===== src/rtl/intc_pkg.sv =====
`timescale 1ns/1ps
package intc_pkg;
  localparam int unsigned ADDR_W = 3;

  typedef enum logic [ADDR_W-1:0] {
    REG_ENABLE   = 3'd0,
    REG_RAW      = 3'd1,
    REG_MASKED   = 3'd2,
    REG_POLARITY = 3'd3,
    REG_SENSE    = 3'd4,
    REG_STEER    = 3'd5
  } reg_sel_e;
endpackage


===== src/rtl/intc_src_cond.sv =====
`timescale 1ns/1ps
module intc_src_cond (
  input  logic clk_i,
  input  logic rst_ni,
  input  logic src_i,
  input  logic pol_i,
  input  logic edge_i,
  input  logic clr_i,
  output logic raw_o
);
  logic s1_q, s2_q, prev_q, latch_q;
  logic active, rise;

  assign active = pol_i ? s2_q : ~s2_q;
  assign rise   = active & ~prev_q;

  always_ff @(posedge clk_i or negedge rst_ni) begin
    if (!rst_ni) begin
      s1_q    <= 1'b0;
      s2_q    <= 1'b0;
      prev_q  <= 1'b0;
      latch_q <= 1'b0;
    end else begin
      s1_q   <= src_i;
      s2_q   <= s1_q;
      prev_q <= active;
      // new event takes priority over a clear in the same cycle
      if (edge_i && rise) latch_q <= 1'b1;
      else if (clr_i)     latch_q <= 1'b0;
    end
  end

  assign raw_o = edge_i ? latch_q : active;
endmodule


===== src/rtl/intc_msb_find.sv =====
`timescale 1ns/1ps
module intc_msb_find #(
  parameter int unsigned N_SRC = 32,
  localparam int unsigned IDX_W = $clog2(N_SRC)
) (
  input  logic [N_SRC-1:0] pend_i,
  output logic [IDX_W-1:0] idx_o,
  output logic             any_o
);
  always_comb begin
    idx_o = '0;
    for (int unsigned i = 0; i < N_SRC; i++) begin
      if (pend_i[i]) idx_o = IDX_W'(i);
    end
  end

  assign any_o = |pend_i;
endmodule


===== src/rtl/intc_regs.sv =====
`timescale 1ns/1ps
module intc_regs
  import intc_pkg::*;
#(
  parameter int unsigned      N_SRC   = 32,
  parameter logic [N_SRC-1:0] POL_RST = '1
) (
  input  logic              clk_i,
  input  logic              rst_ni,
  input  logic              req_i,
  input  logic              we_i,
  input  logic [ADDR_W-1:0] addr_i,
  input  logic [N_SRC-1:0]  wdata_i,
  input  logic [N_SRC-1:0]  raw_i,
  input  logic [N_SRC-1:0]  masked_i,
  output logic [N_SRC-1:0]  en_o,
  output logic [N_SRC-1:0]  pol_o,
  output logic [N_SRC-1:0]  sense_o,
  output logic [N_SRC-1:0]  steer_o,
  output logic [N_SRC-1:0]  clr_o,
  output logic [N_SRC-1:0]  rdata_o
);
  reg_sel_e         sel;
  logic             wr, rd;
  logic [N_SRC-1:0] en_q, pol_q, sense_q, steer_q, rdata_q, rd_mux;

  assign sel = reg_sel_e'(addr_i);
  assign wr  = req_i & we_i;
  assign rd  = req_i & ~we_i;

  always_ff @(posedge clk_i or negedge rst_ni) begin
    if (!rst_ni) begin
      en_q    <= '0;
      pol_q   <= POL_RST;
      sense_q <= '0;
      steer_q <= '0;
    end else if (wr) begin
      case (sel)
        REG_ENABLE:   en_q    <= wdata_i;
        REG_POLARITY: pol_q   <= wdata_i;
        REG_SENSE:    sense_q <= wdata_i;
        REG_STEER:    steer_q <= wdata_i;
        default: ;
      endcase
    end
  end

  assign clr_o = (wr && sel == REG_RAW) ? wdata_i : '0;

  always_comb begin
    case (sel)
      REG_ENABLE:   rd_mux = en_q;
      REG_RAW:      rd_mux = raw_i;
      REG_MASKED:   rd_mux = masked_i;
      REG_POLARITY: rd_mux = pol_q;
      REG_SENSE:    rd_mux = sense_q;
      REG_STEER:    rd_mux = steer_q;
      default:      rd_mux = '0;
    endcase
  end

  always_ff @(posedge clk_i or negedge rst_ni) begin
    if (!rst_ni)  rdata_q <= '0;
    else if (rd)  rdata_q <= rd_mux;
  end

  assign en_o    = en_q;
  assign pol_o   = pol_q;
  assign sense_o = sense_q;
  assign steer_o = steer_q;
  assign rdata_o = rdata_q;
endmodule


===== src/rtl/intc_top.sv =====
`timescale 1ns/1ps
module intc_top
  import intc_pkg::*;
#(
  parameter int unsigned      N_SRC   = 32,
  parameter logic [N_SRC-1:0] POL_RST = '1,
  localparam int unsigned     IDX_W   = $clog2(N_SRC)
) (
  input  logic              clk_i,
  input  logic              rst_ni,
  input  logic [N_SRC-1:0]  src_i,
  input  logic              req_i,
  input  logic              we_i,
  input  logic [ADDR_W-1:0] addr_i,
  input  logic [N_SRC-1:0]  wdata_i,
  output logic [N_SRC-1:0]  rdata_o,
  output logic              irq_o,
  output logic              fiq_o,
  output logic [IDX_W-1:0]  vec_o,
  output logic              vec_valid_o
);
  logic [N_SRC-1:0] en_w, pol_w, sense_w, steer_w, clr_w;
  logic [N_SRC-1:0] raw_w, masked_w, pend_n_w;
  logic [IDX_W-1:0] idx_w;
  logic             any_w;
  logic [IDX_W-1:0] vec_q;
  logic             vec_valid_q;

  intc_regs #(.N_SRC(N_SRC), .POL_RST(POL_RST)) u_regs (
    .clk_i    (clk_i),
    .rst_ni   (rst_ni),
    .req_i    (req_i),
    .we_i     (we_i),
    .addr_i   (addr_i),
    .wdata_i  (wdata_i),
    .raw_i    (raw_w),
    .masked_i (masked_w),
    .en_o     (en_w),
    .pol_o    (pol_w),
    .sense_o  (sense_w),
    .steer_o  (steer_w),
    .clr_o    (clr_w),
    .rdata_o  (rdata_o)
  );

  for (genvar g = 0; g < N_SRC; g++) begin : g_src
    intc_src_cond u_cond (
      .clk_i  (clk_i),
      .rst_ni (rst_ni),
      .src_i  (src_i[g]),
      .pol_i  (pol_w[g]),
      .edge_i (sense_w[g]),
      .clr_i  (clr_w[g]),
      .raw_o  (raw_w[g])
    );
  end

  assign masked_w = raw_w & en_w;
  assign pend_n_w = masked_w & ~steer_w;
  assign irq_o    = |pend_n_w;
  assign fiq_o    = |(masked_w & steer_w);

  intc_msb_find #(.N_SRC(N_SRC)) u_msb (
    .pend_i (pend_n_w),
    .idx_o  (idx_w),
    .any_o  (any_w)
  );

  always_ff @(posedge clk_i or negedge rst_ni) begin
    if (!rst_ni) begin
      vec_q       <= '0;
      vec_valid_q <= 1'b0;
    end else begin
      vec_q       <= idx_w;
      vec_valid_q <= any_w;
    end
  end

  assign vec_o       = vec_q;
  assign vec_valid_o = vec_valid_q;
endmodule


===== config.mk =====
export PLATFORM = sky130hd
export DESIGN_NAME = intc_top
export DESIGN_NICKNAME = d
export VERILOG_FILES = /design/src/rtl/intc_pkg.sv /design/src/rtl/intc_src_cond.sv /design/src/rtl/intc_msb_find.sv /design/src/rtl/intc_regs.sv /design/src/rtl/intc_top.sv
export SDC_FILE = /design/constraint.sdc
export NUM_CORES = 1
export LEC_CHECK = 0
export ABC_AREA = 1
export BUFFER_PORTS_ARGS = -buffer_cell sky130_fd_sc_hd__buf_2
export CAP_MARGIN = 20
export CORE_MARGIN = 2
export CORE_UTILIZATION = 40
export CTS_CLUSTER_DIAMETER = 40
export DETAILED_ROUTE_END_ITERATION = 6
export PLACE_DENSITY = 0.61
export SLEW_MARGIN = 20
export SYNTH_ARGS = -nofsm -noshare
export SYNTH_HDL_FRONTEND = slang
export SYNTH_SLANG_ARGS = --single-unit

===== constraint.sdc =====
create_clock -name clk_i -period 2.9 [get_ports clk_i]
set_input_delay 0.435 -clock clk_i [delete_from_list [all_inputs] [get_ports clk_i]]
set_output_delay 0.435 -clock clk_i [all_outputs]
set_load 0.02 [all_outputs]

After elaboration in Yosys (flattened, before gate mapping). Cells that the tools add are included.

Input port bits: 71. Memory bits (writable): 0. Memories kept: 0. Memory bits (read-only): 0. Bits in latches: 0. Bits in registers: 294.

Mux-type cells: 161. Add/subtract/negate cells: 0. Shift operators: 0. Multiply operators: 0. Divide/modulo/power cells: 0. Bitwise gates (word level): 103. Eq/ne operators: 5. Reduce and logical (&&, ||, !) cells: 72. $lt $le $gt $ge: 0.

Operator list (count): $pmux W32 S6 (1); $mux W1 (129); $and A32 B32 Y32 (3); $mux W5 (16); $not A1 Y1 (65); $reduce_bool A2 Y1 (32); $reduce_or A32 Y1 (2); $and A1 B1 Y1 (34); $logic_and A1 B1 Y1 (33); $mux W32 (1); $mux W4 (8); $not A32 Y32 (1); $mux W3 (4); $reduce_and A2 Y1 (4); $eq A3 B2 Y1 const B (2); $eq A3 B3 Y1 const B (2); $mux W2 (2); $eq A3 B1 Y1 const B (1); $logic_not A3 Y1 (1).

Logic depth before layout (Yosys ltp).
Depth in word-level cells: 36. Gate-level depth with buffers: 35. Depth with buffers taken out: 35.

By module. A second synthesis with hierarchy kept.

Cell total of the unflattened synthesis: 1951. Area, all modules: 14737.9 µm².

Modules (own cells, without submodules): intc_regs (area each 8007.7 µm², cells an instance 1024, instances 1); intc_src_cond (area each 160.2 µm², cells an instance 18, instances 32); intc_top (area each 1176.1 µm², cells an instance 245, instances 1); intc_msb_find (area each 429.2 µm², cells an instance 106, instances 1).

Worst setup path after synthesis. Ideal clock, no wire load.

Kind: flip-flop to flip-flop. From: register u_regs.pol_q[3], in the netlist u_regs.pol_o[3]. To: register vec_q[0], in the netlist vec_o[0]. Data arrival time: 2.143 ns. Stages on the path, launching flop included: 33. Path buffers: 0. Data required time: 2.783 ns. Library setup time: 0.117 ns. Clock period less this slack: 2.259 ns. Setup slack: 0.641 ns. Cell sequence: dfstp_2 xor2_1 nand2_1 nand4_2 nand2_1 nand2_1 nand2_1 nand2_1 nand2_1 nand2_1 nand2_1 nand2_1 nand2_1 nand2_1 nand2_1 nand2_1 nand2_1 nand2_1 nand2_1 nand2_1 nand2_1 nand2_1 nand2_1 nand2_1 nand2_1 nand2_1 nand2_1 nand2_1 nand2_1 nand2_1 nand2_1 nand2_1 nand2_1.

Longest elaborated chain between the ends: 33.

Ends and longest elaborated chain: from (decl) (line intc_regs.sv:25) `logic [N_SRC-1:0] en_q, pol_q, sense_q, steer_q, rdata_q, rd_mux;`; from (signal assigned) (line intc_regs.sv:40) `REG_POLARITY: pol_q <= wdata_i;`; $mux W1 (line intc_src_cond.sv:14) `assign active = pol_i ? s2_q : ~s2_q;`; $mux W1 (line intc_src_cond.sv:33) `assign raw_o = edge_i ? latch_q : active;`; $and A32 B32 Y32 (line intc_top.sv:58) `assign masked_w = raw_w & en_w;`; $and A32 B32 Y32 (line intc_top.sv:59) `assign pend_n_w = masked_w & ~steer_w;`; $mux W2 (line intc_msb_find.sv:13) `if (pend_i[i]) idx_o = IDX_W'(i);`; $mux W3 (4 in a row) (line intc_msb_find.sv:13); $mux W4 (8 in a row) (line intc_msb_find.sv:13); $mux W5 (16 in a row) (line intc_msb_find.sv:13); named net idx_w[0] (line intc_top.sv:24) `logic [IDX_W-1:0] idx_w;`; to (signal assigned) (line intc_top.sv:74) `vec_q <= idx_w;`; to (decl) (line intc_top.sv:26) `logic [IDX_W-1:0] vec_q;`.

The timed path passes the listed nets, and every way through them passes these cells. A chain may end at the register's enable or synchronous reset.

Worst setup path in the final report.
From: register u_regs.pol_q[7], in the netlist u_regs.pol_o[7]. To: output port fiq_o.

Longest elaborated chain between the ends: 5.

Ends and longest elaborated chain: $mux W1 (line intc_src_cond.sv:14); $mux W1 (line intc_src_cond.sv:33); $and A32 B32 Y32 (line intc_top.sv:58); $and A32 B32 Y32 (line intc_top.sv:61) `assign fiq_o = |(masked_w & steer_w);`; $reduce_or A32 Y1 (line intc_top.sv:61); to (decl) (line intc_top.sv:18) `output logic fiq_o,`.

Every way passes these cells.

==> impl_metrics.ini <==
[critical_path]
arrival_ns = 2.56
worstPathMaxFanout = 3
critical_path.n_buffers_inverters = 1
cp_top_family = compound AO/OA/AOI/OAI gates
slowest_delay_ns = 0.56
path_class = reg2out
crit_slowest_cell = dfstp_2
worstPathRequired_ns = 2.47
path_cells = xor2_2 -> nand2_1 -> nand2_2 -> nor2_8 -> a22o_1 -> a21oi_1 -> o2111a_2 -> nand4_1 -> buf_4
worstSetupEndpointType = output port
cp-start-kind = flop

[detailed_routing]
antenna_left = 0
post-route-drc-count = 0
drt_pass1_iterations = 6
via_count = 10200
wl_um = 35000
via_per_inst = 5.17
drt-initial-drc-count = 630
wl_per_cell_um = 17.7

[global_routing]
grt_util_all_layers_pct = 21.4
overflow = 0
grt_pass1_vias = 10100
grt_max_degree = 104
grt_pass1_wl_um = 55700
antenna_found_initial = 0

[timing]
period_share_pct = 103
layout_setup_ws_ns = -0.0924
drv_slew = 0
rsz0062_at_grt = yes
worstMarginPinSlew_ns = 0.793
setup_viol = 1
clock.fmax_ghz = 0.334
slew_headroom_pct = 47.1
hold_viol_final = 0
fin_worst_skew_ns = 0.0104
finalCriticalPeriod_ns = 2.99

[logic_synthesis]
synthTopCellsByArea = dfrtp_1, nand2_1, dfstp_2, o21ai_0, inv_1
ys.flop_type = dfrtp_1
synth_top_area_share_pct = 51.7
yosysSeqAreaShare_pct = 58.3
synth_seq_cells = 294
async_flop_share_pct = 100
synthDistinctLibCells = 44
avgSynthCellArea_um2 = 9.55
ys_warn_count = 0
synth_top_area_cell = dfrtp_1
synth_nets = 1398
netlist_area_um2 = 12700
syn-instance-count = 1327
synth-edff-count = 0

[final_layout]
fill_cells = 2839
fin_nets = 1605
syn_to_final_growth_pct = 31.7
drive_gt1_share_pct = 30.3
most-common-layout-cells = nand2_1, dfrtp_1, inv_1
fin_area_um2 = 16700
antenna_cells = 0

[floorplan]
rows = 65
pin_count = 111
dieHeight_um = 182
initial_core_util_pct = 40.4
design.die.area_um2 = 33100
coreArea_um2 = 31400
die_w_um = 182

[placement]
gp_routability_congestion = 0.827
place_ws_ns = 0.241
placed_area_um2 = 13900
portBuffers = 110
hpwl_um = 21600

[clock_network]
clkLatencyLatePin_ns = 0.54
cts_made_buffers = 46
cts_tree = built
root_buffer = clkbuf_16
cts_sinks = 294
clk_pin_slew_ns = 0.05
cts.path.max_buffers = 3
htreeDepth = 2

[pwr]
powerDensity_nw_per_um2 = 873
clockPowerShare_pct = 40.2
p_seq_share_pct = 37.7
p_int_mw = 10.1
p_sw_mw = 4.46
power_frac_comb_pct = 22.1
ir_drop_uv = 412
p_leak_nw = 7.99
p_sw_share_pct = 30.6

[hold_path]
hold_path_class = in2reg

[outcome]
status = finished, violations left
violations = setup timing

[run]
maxCapViolCount = 0
layer usage:
| metal | GRT usage, % | share of wire [%] |
|---|---|---|
| met5 | 0 | 0 |
| met4 | 6.48 | 2.0 |
| met3 | 4.13 | 6.7 |
| met2 | 33.0 | 45 |
| met1 | 30.6 | 46 |
tightest hold or removal path, stage by stage:
cell and delay (ns):
buf_2 0.09, nand2_1 0.05, o21ai_0 0.06
what timing repair did:
item	4_1_cts	5_1_grt
hold buffers	33	0
hold endpoints to repair	66	0
pin swaps	15	35
setup endpoints to repair	2	3
gates resized for setup	36	61
setup buffers	11	29
logic make-up (layout without fill, tap and decap cells):
family          count (synthesis)  in the layout  share of synthesized area [%]
simple gates                  450            450                           16.2
compound gates                314            314                           14.8
flops                         294            294                           58.3
buf+inv                       219            464                           6.84
xor+xnor                       30             30                           2.07
mux                            20             20                           1.78
path summary, 6_finish.rpt:
check / endpoint / depth (start not counted) / startpoint / slack, ns
worst max-delay path: fiq_o / 9 / u_regs.pol_o[7]$_DFFE_PN1P_ / -0.09
worst min-delay path: u_regs.steer_o[10]$_DFFE_PN0P_ / 3 / wdata_i[10] / 0.13
worst max register to register: vec_o[0]$_DFF_PN0_ / 35 / u_regs.pol_o[1]$_DFFE_PN1P_ / 0.28
worst min register to register: g_src[26].u_cond.s2_q$_DFF_PN0_ / 0 / g_src[26].u_cond.s1_q$_DFF_PN0_ / 0.34
max in group asynchronous: u_regs.rdata_o[10]$_DFFE_PN0P_ / 3 / rst_ni / 1.62
min in group asynchronous: g_src[26].u_cond.s2_q$_DFF_PN0_ / 2 / rst_ni / 0.38
power groups by stage:
stage | logic, mW | registers, mW | clock network [mW]
finish | 3.22 | 5.49 | 5.86
global route | 3.60 | 5.59 | 6.16
detailed placement | 2.71 | 5.49 | 0
CTS | 2.88 | 5.47 | 5.97
floorplan | 1.71 | 5.54 | 0
global placement | 2.65 | 5.48 | 0
cell usage after synthesis, types with 2 or more instances:
cell	instances
o21ai_1	74
inv_2	20
o21ai_0	112
nor3_1	4
o31ai_1	41
a22o_1	11
nand2_1	287
nand4_1	8
mux2_2	20
clkbuf_1	50
a221oi_1	20
inv_1	144
bufinv_8	2
o22ai_1	38
or2_1	2
and3_1	3
or2_2	30
nor2_1	22
nor4_1	6
nand2_4	12
dfstp_2	32
nor2_2	3
nand2_2	5
o211ai_1	3
xor2_1	30
nand3_1	63
a21oi_1	7
dfrtp_1	262
flip-flops by register name, indices dropped and copies added (netlist names):
name,count
g_src.u_cond.latch_q,32
g_src.u_cond.prev_q,32
g_src.u_cond.s1_q,32
g_src.u_cond.s2_q,32
u_regs.en_o,32
u_regs.pol_o,32
u_regs.rdata_o,32
u_regs.sense_o,32
u_regs.steer_o,32
vec_o,5
vec_valid_o,1
final cells by class:
class                           count  area, um2  share of cell area [%]
Timing Repair Buffer              210       1500                    9.00
Inverter                          168        676                    4.05
Clock inverter                     31        418                    2.50
Tap cell                          402        503                    3.01
Clock buffer                       55       1240                    7.46
Sequential cell                   294       7400                    44.3
Multi-Input combinational cell    814       4950                    29.7
per-stage QoR:
stage               hold slack [ns]  setup TNS (ns)  utilization, %  total power [mW]  std cells
CTS                           0.109          -0.223            51.6              14.3       1945
global route                  0.129          -0.328            53.2              15.4       1974
detailed placement            0.335               0            44.3              8.20       1815
floorplan                     0.139               0               -              7.25       1327
global placement              0.333               0            44.3              8.13       1815
finish                        0.127         -0.0924            53.2              14.6       1974
Note: power is estimated with default switching activity, not from simulation.
